### src/rtl/dbr_pkg.sv
package dbr_pkg;

    localparam logic [5:0] OP_REGIMM = 6'h01;
    localparam logic [5:0] OP_EQ     = 6'h04;
    localparam logic [5:0] OP_NE     = 6'h05;
    localparam logic [5:0] OP_LEZ    = 6'h06;
    localparam logic [5:0] OP_GTZ    = 6'h07;
    localparam logic [5:0] OP_EQ_L   = 6'h14;
    localparam logic [5:0] OP_NE_L   = 6'h15;
    localparam logic [5:0] OP_LEZ_L  = 6'h16;
    localparam logic [5:0] OP_GTZ_L  = 6'h17;

    localparam logic [4:0] RI_LTZ    = 5'h00;
    localparam logic [4:0] RI_GEZ    = 5'h01;
    localparam logic [4:0] RI_LTZ_L  = 5'h02;
    localparam logic [4:0] RI_GEZ_L  = 5'h03;

    typedef enum logic [2:0] {
        CND_EQ,
        CND_NE,
        CND_LEZ,
        CND_GTZ,
        CND_LTZ,
        CND_GEZ
    } cond_e;

    typedef struct packed {
        logic  br;       // recognised branch
        logic  likely;   // annuls slot when not taken
        cond_e cond;     // condition to evaluate
        logic  bad_fmt;  // malformed encoding
    } dec_t;

endpackage

### src/rtl/dbr_decode.sv
module dbr_decode
    import dbr_pkg::*;
(
    input  logic [31:0] instr,
    output dec_t        dec
);
    logic [5:0] op;
    logic [4:0] sub;

    assign op  = instr[31:26];
    assign sub = instr[20:16];

    always_comb begin
        dec = '{br: 1'b0, likely: 1'b0, cond: CND_EQ, bad_fmt: 1'b0};
        unique case (op)
            OP_EQ, OP_EQ_L: begin
                dec.br     = 1'b1;
                dec.cond   = CND_EQ;
                dec.likely = op[4];
            end
            OP_NE, OP_NE_L: begin
                dec.br     = 1'b1;
                dec.cond   = CND_NE;
                dec.likely = op[4];
            end
            OP_LEZ, OP_LEZ_L: begin
                dec.br      = 1'b1;
                dec.cond    = CND_LEZ;
                dec.likely  = op[4];
                dec.bad_fmt = (sub != 5'd0);
            end
            OP_GTZ, OP_GTZ_L: begin
                dec.br      = 1'b1;
                dec.cond    = CND_GTZ;
                dec.likely  = op[4];
                dec.bad_fmt = (sub != 5'd0);
            end
            OP_REGIMM: begin
                unique case (sub)
                    RI_LTZ:   begin dec.br = 1'b1; dec.cond = CND_LTZ; end
                    RI_GEZ:   begin dec.br = 1'b1; dec.cond = CND_GEZ; end
                    RI_LTZ_L: begin dec.br = 1'b1; dec.cond = CND_LTZ; dec.likely = 1'b1; end
                    RI_GEZ_L: begin dec.br = 1'b1; dec.cond = CND_GEZ; dec.likely = 1'b1; end
                    default:  dec.bad_fmt = 1'b1;
                endcase
            end
            default: ;
        endcase
    end
endmodule

### src/rtl/dbr_cond.sv
module dbr_cond
    import dbr_pkg::*;
#(
    parameter int unsigned XLEN = 32
) (
    input  cond_e           cond,
    input  logic [XLEN-1:0] a,
    input  logic [XLEN-1:0] b,
    output logic            hit
);
    logic sign_a;
    logic zero_a;
    logic same;

    assign sign_a = a[XLEN-1];
    assign zero_a = (a == '0);
    assign same   = (a == b);

    always_comb begin
        unique case (cond)
            CND_EQ:  hit = same;
            CND_NE:  hit = !same;
            CND_LEZ: hit = sign_a || zero_a;
            CND_GTZ: hit = !sign_a && !zero_a;
            CND_LTZ: hit = sign_a;
            CND_GEZ: hit = !sign_a;
            default: hit = 1'b0;
        endcase
    end
endmodule

### src/rtl/dbr_target.sv
module dbr_target #(
    parameter int unsigned XLEN  = 32,
    parameter int unsigned IMM_W = 16,
    parameter int unsigned ISZ   = 4
) (
    input  logic [XLEN-1:0]  pc,
    input  logic [IMM_W-1:0] imm,
    input  logic             br,
    input  logic             take,
    output logic [XLEN-1:0]  next_pc
);
    localparam int unsigned SH = $clog2(ISZ);
    localparam int unsigned EXT = XLEN - IMM_W - SH;

    logic [XLEN-1:0] ofs;
    logic [XLEN-1:0] seq_pc;
    logic [XLEN-1:0] skip_pc;
    logic [XLEN-1:0] tgt_pc;

    assign ofs     = {{EXT{imm[IMM_W-1]}}, imm, {SH{1'b0}}};
    assign seq_pc  = pc + XLEN'(ISZ);
    assign skip_pc = pc + XLEN'(2 * ISZ);
    assign tgt_pc  = seq_pc + ofs;

    always_comb begin
        if (!br)       next_pc = seq_pc;
        else if (take) next_pc = tgt_pc;
        else           next_pc = skip_pc;
    end
endmodule

### src/rtl/dbr_next_pc_unit.sv
module dbr_next_pc_unit
    import dbr_pkg::*;
#(
    parameter int unsigned XLEN  = 32,
    parameter int unsigned IMM_W = 16
) (
    input  logic            clk,
    input  logic            rst_n,
    input  logic            issue_valid,
    input  logic [31:0]     instr,
    input  logic [XLEN-1:0] pc,
    input  logic [XLEN-1:0] rs_val,
    input  logic [XLEN-1:0] rt_val,
    output logic            is_branch,
    output logic            taken,
    output logic            annul_slot,
    output logic [XLEN-1:0] next_pc,
    output logic            illegal,
    output logic            in_slot
);
    typedef struct packed {
        logic in_slot;
    } state_t;

    state_t st_d, st_q;
    dec_t   dec;
    logic   hit;
    logic   bad;
    logic   go;

    dbr_decode u_dec (
        .instr (instr),
        .dec   (dec)
    );

    dbr_cond #(.XLEN(XLEN)) u_cond (
        .cond (dec.cond),
        .a    (rs_val),
        .b    (rt_val),
        .hit  (hit)
    );

    assign bad = dec.bad_fmt || (dec.br && st_q.in_slot);
    assign go  = dec.br && !bad && hit;

    dbr_target #(.XLEN(XLEN), .IMM_W(IMM_W), .ISZ(4)) u_tgt (
        .pc      (pc),
        .imm     (instr[IMM_W-1:0]),
        .br      (dec.br || bad),
        .take    (go),
        .next_pc (next_pc)
    );

    always_comb begin
        st_d = st_q;
        if (issue_valid) st_d.in_slot = dec.br && !bad;
    end

    always_ff @(posedge clk or negedge rst_n) begin
        if (!rst_n) st_q <= '0;
        else        st_q <= st_d;
    end

    assign is_branch  = dec.br;
    assign taken      = go;
    assign annul_slot = dec.br && !bad && dec.likely && !hit;
    assign illegal    = bad;
    assign in_slot    = st_q.in_slot;
endmodule

### config.mk
export PLATFORM = sky130hd
export DESIGN_NAME = dbr_next_pc_unit
export DESIGN_NICKNAME = d
export VERILOG_FILES = /design/src/rtl/dbr_pkg.sv /design/src/rtl/dbr_decode.sv /design/src/rtl/dbr_cond.sv /design/src/rtl/dbr_target.sv /design/src/rtl/dbr_next_pc_unit.sv
export SDC_FILE = /design/constraint.sdc
export NUM_CORES = 1
export LEC_CHECK = 0
export BUFFER_PORTS_ARGS = -buffer_cell sky130_fd_sc_hd__buf_2
export CAP_MARGIN = 20
export CORE_ASPECT_RATIO = 1.25
export CORE_MARGIN = 10
export CORE_UTILIZATION = 53
export DETAILED_ROUTE_END_ITERATION = 10
export PLACE_DENSITY_LB_ADDON = 0.12
export RECOVER_POWER = 50
export SLEW_MARGIN = 20
export SYNTH_ARGS = -nofsm -noshare
export SYNTH_HDL_FRONTEND = slang
export SYNTH_SLANG_ARGS = --single-unit
### constraint.sdc
create_clock -name clk -period 10.2 [get_ports clk]
set_input_delay 2.55 -clock clk [delete_from_list [all_inputs] [get_ports clk]]
set_output_delay 2.55 -clock clk [all_outputs]
set_load 0.05 [all_outputs]
# Word-level counts from Yosys, hierarchy flattened
# Index checks and enable logic that the tools add are counted.
[word_totals]
output_inout_bits = 37
latchBits = 0
mem_bits_ro = 0
mem_bits_rw = 0
n_memories = 0
elab_cells = 58
reg_bits = 1
[op_classes]
n_reduce_logical = 27
n_lt_le_gt_ge = 0
bitwise_logic = 0
n_mul = 0
n_div = 0
add_sub_neg = 3
eq_ne = 18
muxes = 9
n_shift = 0
[op_table]
columns = ["op", "count"]
rows = [
  ["32-bit 2-to-1 mux", 2],
  ["32-bit by 3-bit adder with 32-bit output (second input constant)", 1],
  ["32-bit adder", 1],
  ["32-bit by 4-bit adder with 32-bit output (second input constant)", 1],
  ["32-bit == test", 1],
  ["32-bit zero test", 1],
  ["5-bit case mux with 5 select lines", 1],
  ["6-bit by 3-bit == test with 1-bit output (second input constant)", 4],
  ["6-bit by 5-bit == test with 1-bit output (second input constant)", 4],
  ["2-bit OR reduction", 7],
  ["5-bit by 2-bit == test with 1-bit output (second input constant)", 2],
  ["4-bit OR reduction", 2],
  ["3-bit by 2-bit == test with 1-bit output (second input constant)", 2],
  ["3-bit == test (second input constant)", 2],
  ["6-bit by 1-bit == test with 1-bit output (second input constant)", 1],
  ["1-bit logical AND", 6],
  ["1-bit case mux with 6 select lines", 1],
  ["3-bit case mux with 2 select lines", 1],
  ["5-bit by 1-bit == test with 1-bit output (second input constant)", 1],
  ["1-bit zero test", 5],
  ["5-bit zero test", 1],
  ["5-bit nonzero test", 1],
  ["3-bit by 1-bit == test with 1-bit output (second input constant)", 1],
  ["3-bit zero test", 1],
  ["other kinds (3)", 7],
]

# Depth between registers and ports, before layout
[depth]
depth_word = 11
depth_mapped = 19
mapped_depth_nobuf = 19

# Hierarchy
# From an unflattened synthesis, not the netlist that was laid out.
[unflattened]
cells_unflattened = 584
area_unflattened_um2 = 3925.0
[by_module_without_submodules]
columns = ["module", "area_each_um2", "n_inst", "cells_each", "seq_area_each_um2"]
rows = [
  ["dbr_target", 3213.1, 1, 498, 0.0],
  ["dbr_cond", 530.5, 1, 67, 0.0],
  ["dbr_decode", 95.1, 1, 11, 0.0],
  ["dbr_next_pc_unit", 86.3, 1, 8, 25.0],
]

# Worst setup path after synthesis
# Ideal clock, no wire load.
[synth_timing]
path_type = "input-to-output"
startpoint = "input port pc[3]"
endpoint = "output port next_pc[29]"
path_stages = 18
required_ns = 7.650
t_arrival_ns = 6.758
path_slack_ns = 0.892
n_path_buf = 0
path_cell_list = "ha_1 -> and3_1 -> and4_1 -> nand2_1 -> nor2_1 -> and3_1 -> nand2_1 -> xnor2_1 -> ha_1 -> a211o_1 -> o32a_1 -> nor2_1 -> o21a_1 -> nor2_1 -> or2_2 -> a221oi_1 -> xor2_1 -> o21ai_0"
[synth_via]
elab_chain_len = 4
[synth_rtl]
columns = ["item", "line", "text"]
rows = [
  ["from (decl)", "dbr_next_pc_unit.sv:11", "input logic [XLEN-1:0] pc,"],
  ["32-bit by 3-bit adder with 32-bit output", "dbr_target.sv:21", "assign seq_pc = pc + XLEN'(ISZ);"],
  ["32-bit adder", "dbr_target.sv:23", "assign tgt_pc = seq_pc + ofs;"],
  ["32-bit 2-to-1 mux", "dbr_target.sv:27", "else if (take) next_pc = tgt_pc;"],
  ["32-bit 2-to-1 mux (*)", "dbr_target.sv:26", "if (!br) next_pc = seq_pc;"],
  ["to (decl)", "dbr_next_pc_unit.sv:17", "output logic [XLEN-1:0] next_pc,"],
]
# Every way passes the cells marked *; elsewhere a longest branch is shown, timed or not.

# Worst setup path in the final report
# Same ends and word-level chain as after synthesis.

==> results.txt <==
----------------------------------------------------
[Run status]
  Run status ... complete, but fails checks
  Failing checks ... max-capacitance violations, max-slew violations

[STA]
  Final Hold Viols ... 0
  Tcrit/Tclk final ... 92.66%
  Relative max-transition margin ... -11.02%
  Clock period minus worst slack ... 9.451 ns
  Minimum hold slack ... 0.5746 ns
  Setup violation total in the final timing report ... 0
  Maximum achievable frequency ... 105.8 MHz
  Final critical-path setup slack ... 0.7488 ns
  Setup repair after global routing missed its margin ... no
  Final TNS setup ... 0 ns
  Measured slew at the worst slew-check pin ... 1.659 ns
  Max-slew violation count ... 25
  Clk_skew ... 0 ns

[Routing]
  Sum of routed wire length over all layers ... 13,790 µm
  Detailed-route wire length per cell ... 17.56 µm
  Via density per instance ... 6.001
  Via Count ... 4,711
  Drt pass-1 iters ... 5
  DRT antenna net count ... 0
  Post-route DRC violation count ... 0
  Drt first-iter violations ... 310

[Setup path]
  Combined buffer and inverter count along the critical path ... 2
  CP required ... 7.65 ns
  CP Capture Type ... output port
  Start of the worst register-to-register path ... in_slot
  Largest delay share family, worst path ... simple AND/OR/NAND/NOR gates
  Critical Path Slowest Stage Cell ... sky130_fd_sc_hd__a221oi_1
  WP data arrival ... 6.90 ns
  Critical path, cell by cell ... buf_2 -> ha_1 -> and3_1 -> and4_1 -> nand2_1 -> nor2_1 -> nand2_1 -> xnor2_1 -> ha_1 -> and4_1 -> nor2b_1 -> o32a_1 -> nor2_1 -> o21a_1 -> nor2_1 -> or2_2 -> a221oi_1 -> xor2_1 -> o21ai_0 -> buf_2
  Critical path launch point type ... primary input
  Worst stage delay on the critical path ... 0.39 ns
  Dominant cell type by count on the critical path ... sky130_fd_sc_hd__nor2_1
  Top fanout value on the critical path ... 4
  CP Launch Point ... pc[3]
  Path type of the worst setup path ... in2out

[Finish]
  Share of final-layout standard cells stronger than drive strength 1 ... 23.02%
  Number of nets in the finished design ... 866
  Signed area change from the synthesized netlist to the final layout ... 21.40%
  Flip-flop count of the largest register after layout ... 1
  Final core utilization ... 65.20%
  Antenna diodes ... 0

[Clock tree]
  Post-CTS sizing ... 0
  Setup bufs post-CTS ... 0
  Post-CTS clock slew at the launch and capture registers of the worst setup and hold paths ... 0 ns
  # hold bufs at CTS ... 0
  Source-to-sink clock delay at the later pin of the worst-skew pair ... 0 ns

[Die]
  Core Box Area ... 6892 µm²
  Floorplan die height ... 113.4 µm
  Starting Density ... 53.70%
  Floorplan die width ... 94.74 µm
  Top-level I/O count ... 168
  Area of the die ... 10,750 µm²
  Number of cell rows ... 34

[Yosys]
  Main area contributors after synthesis ... sky130_fd_sc_hd__xor2_1 (13%), sky130_fd_sc_hd__ha_1 (13%), sky130_fd_sc_hd__xnor2_1 (10%)
  Mean post-synth cell area ... 6.645 µm²
  Top cell type by total area after synthesis ... sky130_fd_sc_hd__xor2_1
  Sequential area share after synthesis ... 0.6761%
  Distinct cell type count of the synthesized netlist ... 57
  Area share of the largest cell type after synthesis ... 13.25%
  Async set-or-reset flop fraction in the synthesized netlist ... 100.0%
  Yosys reg bits ... 1
  Post-synth top flop ... sky130_fd_sc_hd__dfrtp_1
  Number of enable flip-flop cells after synthesis ... 0
  Net count after synthesis ... 726
  Number of warnings printed during yosys synthesis ... 0
  Cells after Synth ... 557
  Post-synth design cell area ... 3701 µm²

[Pwr]
  VDD IR max ... 0.03367 mV
  Static Leak ... 2.075 nW
  Overall power after layout ... 0.2444 mW
  Power density relative to cell area ... 54.39 nW/µm²

[Placed design]
  DP Worst Slack ... 0.8120 ns
  Gp weighted congestion ... 0.9447
  Input/output buffers ... 158
  Half-perimeter wire length after placement ... 11,650 µm

[Global routing]
  Most Crowded Layer GR ... met2
  Global-route wire length before repair ... 21,990 µm
  Global Route met1 Usage ... 27.47%
  Maximum number of pins on one net before global-route repair ... 43
  Via count of the first global-routing pass ... 4,723
  Number of antenna violations at the first check in global routing ... 0
  Global routing usage on met2 ... 43.85%
  Global-route usage over all layers ... 24.27%
  GRT overflow ... 0
  Met3 demand-to-capacity share in global routing ... 4.076%

[Hold path]
  Kind of path behind the tightest hold check ... reg2reg
  Launch point of the worst hold path ... in_slot

[Run]
  Max-cap violations ... 1

----------------------------------------------------
## cell type report
type	count	area [µm²]
Tap cell	90	112.6
Inverter	6	22.52
Multi-Input combinational cell	526	3528
Sequential cell	1	25.02
Fill cell	689	2399
Timing Repair Buffer	162	804.5
## per-stage QoR
stage | instance area, µm² | cells
2_1_floorplan | 3701 | 557
3_3_place_gp | 4517 | 785
4_1_cts | 4517 | 785
3_5_place_dp | 4517 | 785
6_report | 4493 | 785
5_1_grt | 4493 | 785
## tightest hold or removal path: cells and delay by family, from the launching register on
family   cells  cell delay, ns
buf+inv      1            0.06
mux          1            0.06
flops        1            0.39
## per-layer routing
metal	vias up	routed length (µm)
li1	2320	-
met3	33	1029
met5	-	0
met2	199	7003
met4	0	447
met1	2159	5307
## final timing paths
path / endpoint / slack [ns] / cells past startpoint
max: next_pc[29] / 0.75 / 20
min: in_slot / 0.57 / 2
max reg2reg: in_slot / 9.03 / 3
min reg2reg: in_slot / 0.57 / 2
max in group asynchronous: in_slot / 7.78 / 1
min in group asynchronous: in_slot / 2.33 / 1
## placed cells by master, fill, tap and decap left out, types with 3 or more instances in the layout
master and instances:
sky130_fd_sc_hd__buf_2 145, sky130_fd_sc_hd__nor2_1 75, sky130_fd_sc_hd__xor2_1 56, sky130_fd_sc_hd__nand2_1 48, sky130_fd_sc_hd__a21oi_1 48, sky130_fd_sc_hd__xnor2_1 43, sky130_fd_sc_hd__ha_1 37, sky130_fd_sc_hd__o21ai_0 32
sky130_fd_sc_hd__a21o_1 17, sky130_fd_sc_hd__nor4_1 17, sky130_fd_sc_hd__nand4_1 16, sky130_fd_sc_hd__clkbuf_1 13, sky130_fd_sc_hd__nand3_1 12, sky130_fd_sc_hd__nor3_1 12, sky130_fd_sc_hd__and3_1 10, sky130_fd_sc_hd__a211oi_1 10
sky130_fd_sc_hd__a31oi_1 8, sky130_fd_sc_hd__o21a_1 7, sky130_fd_sc_hd__or3_1 6, sky130_fd_sc_hd__nor2b_1 6, sky130_fd_sc_hd__or2_2 5, sky130_fd_sc_hd__inv_1 5, sky130_fd_sc_hd__o211ai_1 4, sky130_fd_sc_hd__and4_1 4
sky130_fd_sc_hd__a221oi_1 4, sky130_fd_sc_hd__buf_4 4, sky130_fd_sc_hd__o21ai_1 3, sky130_fd_sc_hd__nand3b_1 3, sky130_fd_sc_hd__o31ai_1 3, sky130_fd_sc_hd__a311o_1 3, sky130_fd_sc_hd__nand2b_1 3, sky130_fd_sc_hd__a211o_1 3
sky130_fd_sc_hd__o22ai_1 3
## cell usage after synthesis, types with 4 or more instances
cell type and instances:
sky130_fd_sc_hd__a21o_1 17, sky130_fd_sc_hd__xnor2_1 43, sky130_fd_sc_hd__or3_1 6, sky130_fd_sc_hd__nor3_1 12
sky130_fd_sc_hd__o21ai_0 32, sky130_fd_sc_hd__nand4_1 16, sky130_fd_sc_hd__nand2_1 48, sky130_fd_sc_hd__or2_2 5
sky130_fd_sc_hd__inv_1 5, sky130_fd_sc_hd__nor4_1 17, sky130_fd_sc_hd__a211oi_1 10, sky130_fd_sc_hd__xor2_1 56
sky130_fd_sc_hd__buf_2 4, sky130_fd_sc_hd__a31oi_1 8, sky130_fd_sc_hd__o211ai_1 4, sky130_fd_sc_hd__nand3_1 12
sky130_fd_sc_hd__o21a_1 7, sky130_fd_sc_hd__and3_1 10, sky130_fd_sc_hd__clkbuf_1 16, sky130_fd_sc_hd__ha_1 37
sky130_fd_sc_hd__and4_1 4, sky130_fd_sc_hd__nor2b_1 6, sky130_fd_sc_hd__a21oi_1 48, sky130_fd_sc_hd__nor2_1 74
sky130_fd_sc_hd__a221oi_1 4
## cell families (layout without fill, tap and decap cells)
| logic type | count (synthesis) | count (layout) | synth area share (%) |
|---|---|---|---|
| flops | 1 | 1 | 0.6760 |
| mux | 3 | 3 | 0.9465 |
| xor+xnor | 99 | 99 | 23.43 |
| buf+inv | 30 | 168 | 3.786 |
| compound gates | 162 | 162 | 28.47 |
| fa+ha+maj | 38 | 38 | 13.05 |
| simple gates | 224 | 224 | 29.65 |
## power breakdown
part           switching [mW]  total [mW]  internal (mW)
logic                   0.149       0.240         0.0912
clock network               0           0              0
registers            0.000301     0.00459        0.00429
total                   0.149       0.244         0.0955
Note: power is estimated with default switching activity, not from simulation.
